`src/rtl/hazard_pkg.sv`:
```
package hazard_pkg;
  typedef enum logic [1:0] {
    SEL_RF  = 2'b00,
    SEL_WB  = 2'b01,
    SEL_MEM = 2'b10
  } fwd_sel_e;
endpackage

```
`src/rtl/hazard_stage_pipe.sv`:
```
module hazard_stage_pipe #(
  parameter int REG_W   = 5,
  parameter int NUM_SRC = 2
) (
  input  logic                            clk_i,
  input  logic                            rst_ni,
  input  logic                            dec_valid_i,
  input  logic [NUM_SRC-1:0][REG_W-1:0]   dec_src_i,
  input  logic [REG_W-1:0]                dec_dst_i,
  input  logic                            dec_reg_we_i,
  input  logic                            dec_mem_rd_i,
  input  logic                            bubble_i,
  output logic [NUM_SRC-1:0][REG_W-1:0]   ex_src_o,
  output logic [REG_W-1:0]                ex_dst_o,
  output logic                            ex_we_o,
  output logic                            ex_mrd_o,
  output logic [REG_W-1:0]                mem_dst_o,
  output logic                            mem_we_o,
  output logic [REG_W-1:0]                wb_dst_o,
  output logic                            wb_we_o
);
  // tail stages after execute: memory, write-back
  localparam int NUM_TAIL = 2;

  logic                 take_dec;
  logic [REG_W-1:0]     tail_dst [NUM_TAIL+1];
  logic                 tail_we  [NUM_TAIL+1];

  assign take_dec = dec_valid_i && !bubble_i;

  always_ff @(posedge clk_i or negedge rst_ni) begin
    if (!rst_ni) begin
      ex_src_o <= '0;
      ex_dst_o <= '0;
      ex_we_o  <= 1'b0;
      ex_mrd_o <= 1'b0;
    end else if (take_dec) begin
      ex_src_o <= dec_src_i;
      ex_dst_o <= dec_dst_i;
      ex_we_o  <= dec_reg_we_i;
      ex_mrd_o <= dec_mem_rd_i;
    end else begin
      ex_src_o <= '0;
      ex_dst_o <= '0;
      ex_we_o  <= 1'b0;
      ex_mrd_o <= 1'b0;
    end
  end

  assign tail_dst[0] = ex_dst_o;
  assign tail_we[0]  = ex_we_o;

  for (genvar s = 1; s <= NUM_TAIL; s++) begin : g_tail
    always_ff @(posedge clk_i or negedge rst_ni) begin
      if (!rst_ni) begin
        tail_dst[s] <= '0;
        tail_we[s]  <= 1'b0;
      end else begin
        tail_dst[s] <= tail_dst[s-1];
        tail_we[s]  <= tail_we[s-1];
      end
    end
  end

  assign mem_dst_o = tail_dst[1];
  assign mem_we_o  = tail_we[1];
  assign wb_dst_o  = tail_dst[2];
  assign wb_we_o   = tail_we[2];

  assert_bubble_inert_R7: assert property (@(posedge clk_i) disable iff (!rst_ni)
    bubble_i |=> (!ex_we_o && !ex_mrd_o && ex_src_o == '0));

  assert_invalid_inert_R12: assert property (@(posedge clk_i) disable iff (!rst_ni)
    !dec_valid_i |=> (!ex_we_o && !ex_mrd_o));

  assert_capture_R2: assert property (@(posedge clk_i) disable iff (!rst_ni)
    (dec_valid_i && !bubble_i) |=> (ex_dst_o == $past(dec_dst_i)));
endmodule

```
`src/rtl/hazard_fwd_sel.sv`:
```
module hazard_fwd_sel
  import hazard_pkg::*;
#(
  parameter int REG_W = 5
) (
  input  logic             clk_i,
  input  logic             rst_ni,
  input  logic [REG_W-1:0] src_i,
  input  logic [REG_W-1:0] mem_dst_i,
  input  logic             mem_we_i,
  input  logic [REG_W-1:0] wb_dst_i,
  input  logic             wb_we_i,
  output fwd_sel_e         sel_o
);
  logic src_live, mem_hit, wb_hit;

  assign src_live = (src_i != '0);
  assign mem_hit  = src_live && mem_we_i && (mem_dst_i == src_i);
  assign wb_hit   = src_live && wb_we_i  && (wb_dst_i  == src_i);

  // younger producer first
  always_comb begin
    if (mem_hit)     sel_o = SEL_MEM;
    else if (wb_hit) sel_o = SEL_WB;
    else             sel_o = SEL_RF;
  end

  assert_sel_code_R2: assert property (@(posedge clk_i) disable iff (!rst_ni)
    sel_o != 2'b11);

  assert_zero_src_R5: assert property (@(posedge clk_i) disable iff (!rst_ni)
    (sel_o != SEL_RF) |-> (src_i != '0));

  assert_wb_needs_we_R6: assert property (@(posedge clk_i) disable iff (!rst_ni)
    (sel_o == SEL_WB) |-> wb_we_i);

  assert_mem_needs_we_R6: assert property (@(posedge clk_i) disable iff (!rst_ni)
    (sel_o == SEL_MEM) |-> mem_we_i);
endmodule

```
`src/rtl/hazard_load_check.sv`:
```
module hazard_load_check #(
  parameter int REG_W   = 5,
  parameter int NUM_SRC = 2
) (
  input  logic                          clk_i,
  input  logic                          rst_ni,
  input  logic                          dec_valid_i,
  input  logic [NUM_SRC-1:0][REG_W-1:0] dec_src_i,
  input  logic [REG_W-1:0]              ex_dst_i,
  input  logic                          ex_we_i,
  input  logic                          ex_mrd_i,
  output logic                          hit_o
);
  logic [NUM_SRC-1:0] src_match;

  for (genvar i = 0; i < NUM_SRC; i++) begin : g_cmp
    assign src_match[i] = (dec_src_i[i] == ex_dst_i);
  end

  assign hit_o = dec_valid_i && ex_we_i && ex_mrd_i &&
                 (ex_dst_i != '0) && (|src_match);

  assert_hit_is_load_R9: assert property (@(posedge clk_i) disable iff (!rst_ni)
    hit_o |-> (ex_mrd_i && ex_we_i));

  assert_hit_nonzero_R5: assert property (@(posedge clk_i) disable iff (!rst_ni)
    hit_o |-> (ex_dst_i != '0));
endmodule

```
`src/rtl/fwd_hazard_unit.sv`:
```
module fwd_hazard_unit
  import hazard_pkg::*;
#(
  parameter int REG_W = 5
) (
  input  logic             clk_i,
  input  logic             rst_ni,
  input  logic             dec_valid_i,
  input  logic [REG_W-1:0] dec_src_a_i,
  input  logic [REG_W-1:0] dec_src_b_i,
  input  logic [REG_W-1:0] dec_dst_i,
  input  logic             dec_reg_we_i,
  input  logic             dec_mem_rd_i,
  output logic [1:0]       fwd_sel_a_o,
  output logic [1:0]       fwd_sel_b_o,
  output logic             stall_o,
  output logic             bubble_o
);
  localparam int NUM_SRC = 2;

  logic [NUM_SRC-1:0][REG_W-1:0] dec_src, ex_src;
  logic [REG_W-1:0]              ex_dst, mem_dst, wb_dst;
  logic                          ex_we, ex_mrd, mem_we, wb_we;
  logic                          load_hit;
  fwd_sel_e                      sel [NUM_SRC];

  assign dec_src[0] = dec_src_a_i;
  assign dec_src[1] = dec_src_b_i;

  hazard_load_check #(.REG_W(REG_W), .NUM_SRC(NUM_SRC)) i_load_check (
    .clk_i       (clk_i),
    .rst_ni      (rst_ni),
    .dec_valid_i (dec_valid_i),
    .dec_src_i   (dec_src),
    .ex_dst_i    (ex_dst),
    .ex_we_i     (ex_we),
    .ex_mrd_i    (ex_mrd),
    .hit_o       (load_hit)
  );

  hazard_stage_pipe #(.REG_W(REG_W), .NUM_SRC(NUM_SRC)) i_stage_pipe (
    .clk_i        (clk_i),
    .rst_ni       (rst_ni),
    .dec_valid_i  (dec_valid_i),
    .dec_src_i    (dec_src),
    .dec_dst_i    (dec_dst_i),
    .dec_reg_we_i (dec_reg_we_i),
    .dec_mem_rd_i (dec_mem_rd_i),
    .bubble_i     (load_hit),
    .ex_src_o     (ex_src),
    .ex_dst_o     (ex_dst),
    .ex_we_o      (ex_we),
    .ex_mrd_o     (ex_mrd),
    .mem_dst_o    (mem_dst),
    .mem_we_o     (mem_we),
    .wb_dst_o     (wb_dst),
    .wb_we_o      (wb_we)
  );

  for (genvar i = 0; i < NUM_SRC; i++) begin : g_sel
    hazard_fwd_sel #(.REG_W(REG_W)) i_fwd_sel (
      .clk_i     (clk_i),
      .rst_ni    (rst_ni),
      .src_i     (ex_src[i]),
      .mem_dst_i (mem_dst),
      .mem_we_i  (mem_we),
      .wb_dst_i  (wb_dst),
      .wb_we_i   (wb_we),
      .sel_o     (sel[i])
    );
  end

  assign fwd_sel_a_o = sel[0];
  assign fwd_sel_b_o = sel[1];
  assign stall_o     = load_hit;
  assign bubble_o    = load_hit;

  assert_single_stall_R7: assert property (@(posedge clk_i) disable iff (!rst_ni)
    stall_o |=> !stall_o);

  assert_load_lands_wb_R8: assert property (@(posedge clk_i) disable iff (!rst_ni)
    stall_o |=> !(mem_we && ex_src == '0 && ex_we));
endmodule

```
`config.mk`:
```
export PLATFORM = sky130hd
export DESIGN_NAME = fwd_hazard_unit
export DESIGN_NICKNAME = d
export VERILOG_FILES = /design/src/rtl/hazard_pkg.sv /design/src/rtl/hazard_stage_pipe.sv /design/src/rtl/hazard_fwd_sel.sv /design/src/rtl/hazard_load_check.sv /design/src/rtl/fwd_hazard_unit.sv
export SDC_FILE = /design/constraint.sdc
export NUM_CORES = 1
export LEC_CHECK = 0
export BUFFER_PORTS_ARGS = -buffer_cell sky130_fd_sc_hd__buf_2
export CAP_MARGIN = 10
export CORE_ASPECT_RATIO = 1.5
export CORE_MARGIN = 2
export CORE_UTILIZATION = 45
export DETAILED_ROUTE_END_ITERATION = 10
export PLACE_DENSITY = 0.68
export SLEW_MARGIN = 10
export SYNTH_ARGS = -nofsm -noshare
export SYNTH_HDL_FRONTEND = slang
export SYNTH_SLANG_ARGS = --single-unit
```
`constraint.sdc`:
```
create_clock -name clk_i -period 3 [get_ports clk_i]
set_input_delay 0.15 -clock clk_i [delete_from_list [all_inputs] [get_ports clk_i]]
set_output_delay 0.15 -clock clk_i [all_outputs]
set_load 0.01 [all_outputs]
```
==> impl_metrics.toml <==
[timing]
period_minus_slack_ps = 2132
drv_slew = 0
rsz0062_at_grt = "false"
relSlewSlack_pct = 54.11
fin_crit_sh_pct = 71.08
hold_viol = 0
fin_ws_ps = 867.6
setup_violations = 0
tightest_slew_ps = 688.4
clock_skew_ps = 8.490
fin_tns_setup_ps = 0
fmax_ghz = 0.4690

[drt]
viasPerCell = 4.953
initialDrtViolationCount = 11
dr.pass1.iters = 4
totalWireLength_mm = 2.583
post-route-drc-count = 0
num_vias = 946
ant_nets = 0
wl_per_cell_um = 13.52

[global_route]
met2_usage_pct = 33.79
overflow = 0
grt_max_degree = 30
grt_pass1_vias = 1050
met3_usage_pct = 4.792
antenna_found_initial = 0
grtUsageTotal_pct = 17.59
top_usage_layer = "met2"
met1_usage_pct = 16.06
grt_pass1_wl_mm = 4.519

[final_layout]
finalNonFillerCells = 191
design_area_um2 = 1613
drive_gt1_share_pct = 28.29
fin_util_pct = 55.95
n_antenna_cell = 0
num-nets-final = 171
areaGrowthSynthToFinish_pct = 18.47

[clock_network]
cts_buffers = 5
post-cts-setup-buffers = 0
cts-root-buf = "clkbuf_8"
clock_latency_ps = 280
htree_levels = 2
cts_tree = "built"
cts.clk_slew.worst_paths_ps = 60
cts_buffer_depth = 2
clkSinkCount = 29

[floorplanning]
core_area_um2 = 2883
die_h_um = 71.36
start_util_pct = 47.22
ioPinCount = 26
die_area_um2 = 3490
die_x_um = 48.91
row_count = 24

[setup_path]
crit_path_max_fanout = 18
worstPathArrival_ps = 1980
critical_path_buf_inv_count = 1
path_class = "reg -> out"
crit_chain = "xnor2_1, nand3_1, o22ai_2, and2_1, buf_2"
slowest_delay_ps = 600
worstPathRequired_ps = 2850
critical_path.top_delay_family = "compound AO/OA/AOI/OAI gates"
start_kind = "flop"
cpMaxStageDelayCell = "o22ai_2"
setup.worst_path.end_class = "output pin"

[synthesis]
yosysMostFrequentCell = "dfrtp_1"
synthTopCellsByArea = "dfrtp_1 (53%), xnor2_1 (17%), a21oi_1 (6.6%)"
syn_inst = 124
yosys.cell_types.count = 17
syn_nets = 144
synth_top_area_cell = "dfrtp_1"
yosysSeqAreaShare_pct = 53.31
syn_area_um2 = 1361
synthTopCellsByCount = "dfrtp_1 (29), xnor2_1 (26), nand2_1 (21)"
syn_area_per_cell_um2 = 10.98
synth_edf_count = 0
async_flop_share_pct = 100.0
synthFlopType = "dfrtp_1"
yosysWarnings = 0
synth_seq_cells = 29
synth_top_area_share_pct = 53.31

[placed_design]
pre_cts_ws_ps = 1179
dp.cells = 182
gp_congestion = 0.8287
place_hpwl_mm = 1.986
port_buffers = 25
dpl_cell_area_um2 = 1501

[power]
p_leak_nw = 0.7259
p_per_area_nw_per_um2 = 548.6
ir_drop_mv = 0.4490

[run]
max_cap_violations = 0

[hold_path]
hold_path.class = "in -> reg"

[outcome]
outcome = "finished clean"
==> routing by layer <==
metal | wire length (µm) | share of wire [%]
met4 | 61 | 2.4
met1 | 891 | 34
met3 | 128 | 5.0
met5 | 0 | 0
met2 | 1502 | 58
==> stage by stage <==
stage | power (W) | hold slack [ps]
2_1_floorplan | 0.0005066 | -145.6
3_3_place_gp | 0.0005403 | 192.5
3_5_place_dp | 0.0005446 | 199.7
4_1_cts | 0.0008953 | 76.24
5_1_grt | 0.0009253 | 80.72
6_report | 0.0008847 | 83.66
==> kinds of logic (layout without fill, tap and decap cells) <==
group | count (synthesis) | count (layout) | share of synthesized area, %
AO/OA/AOI/OAI | 19 | 19 | 7.537
XOR/XNOR | 30 | 30 | 19.30
AND/OR/NAND/NOR | 39 | 39 | 16.82
buffers and inverters | 7 | 35 | 3.032
flip-flops | 29 | 29 | 53.31
==> worst reg2reg max path: cells and delay by family (launching register included) <==
kind	cells	cell delay, ps
xor gates and xnor gates	1	190
AOI/OAI and AO/OA	2	760
DFF	1	430
and+or+nand+nor	1	120
==> sequential cells by signal (all words and copies together), names as in the netlist <==
register                count
i_stage_pipe.wb_we_o        1
i_stage_pipe.ex_mrd_o       1
i_stage_pipe.ex_we_o        1
i_stage_pipe.mem_we_o       1
i_stage_pipe.ex_src_o      10
i_stage_pipe.wb_dst_o       5
i_stage_pipe.mem_dst_o      5
i_stage_pipe.ex_dst_o       5
==> area by class of cell <==
class	instances	area [µm²]
Clock buffer	7	96.34
Clock inverter	1	5.005
Fill cell	265	1270
Multi-Input combinational cell	88	594.3
Sequential cell	29	725.7
Tap cell	39	48.80
Timing Repair Buffer	27	142.6
==> final timing paths <==
path                                          start                        to  slack, ps  cells past startpoint
max in group asynchronous                    rst_ni  i_stage_pipe.wb_dst_o[1]       2170                      2
setup / recovery           i_stage_pipe.ex_dst_o[4]                   stall_o        870                      5
hold reg to reg                i_stage_pipe.ex_we_o     i_stage_pipe.mem_we_o        380                      0
min in group asynchronous                    rst_ni  i_stage_pipe.ex_dst_o[3]        420                      2
setup reg to reg           i_stage_pipe.ex_dst_o[4]  i_stage_pipe.ex_src_o[8]       1350                      4
hold / removal                         dec_mem_rd_i     i_stage_pipe.ex_mrd_o         80                      3
==> report_power, final <==
group	total [W]	leakage, nW	switching, W	internal [W]
clock	0.000348	0.0542	0.000142	0.000207
sequential	0.000435	0.374	0.0000234	0.000412
combinational	0.000101	0.298	0.0000509	0.0000506
==> what timing repair did <==
action / CTS / global route
endpoints found under the hold margin: 29 / 0
setup endpoints to repair: 0 / 0
hold buffers: 1 / 0
resized for setup: 0 / 0
==> layout by cell type (no fill, tap or decap), types with 2 or more instances in the layout <==
master | netlist | layout
nand4_1 | 4 | 4
nand3_1 | 3 | 3
xor2_1 | 4 | 4
buf_2 | 3 | 25
a21oi_1 | 18 | 18
nor2_4 | 2 | 2
nor4_2 | 4 | 4
xnor2_1 | 26 | 26
nand2_1 | 21 | 21
dfrtp_1 | 29 | 29
clkbuf_8 | 0 | 7
or4_4 | 2 | 2
Note: power is estimated with default switching activity, not from simulation.
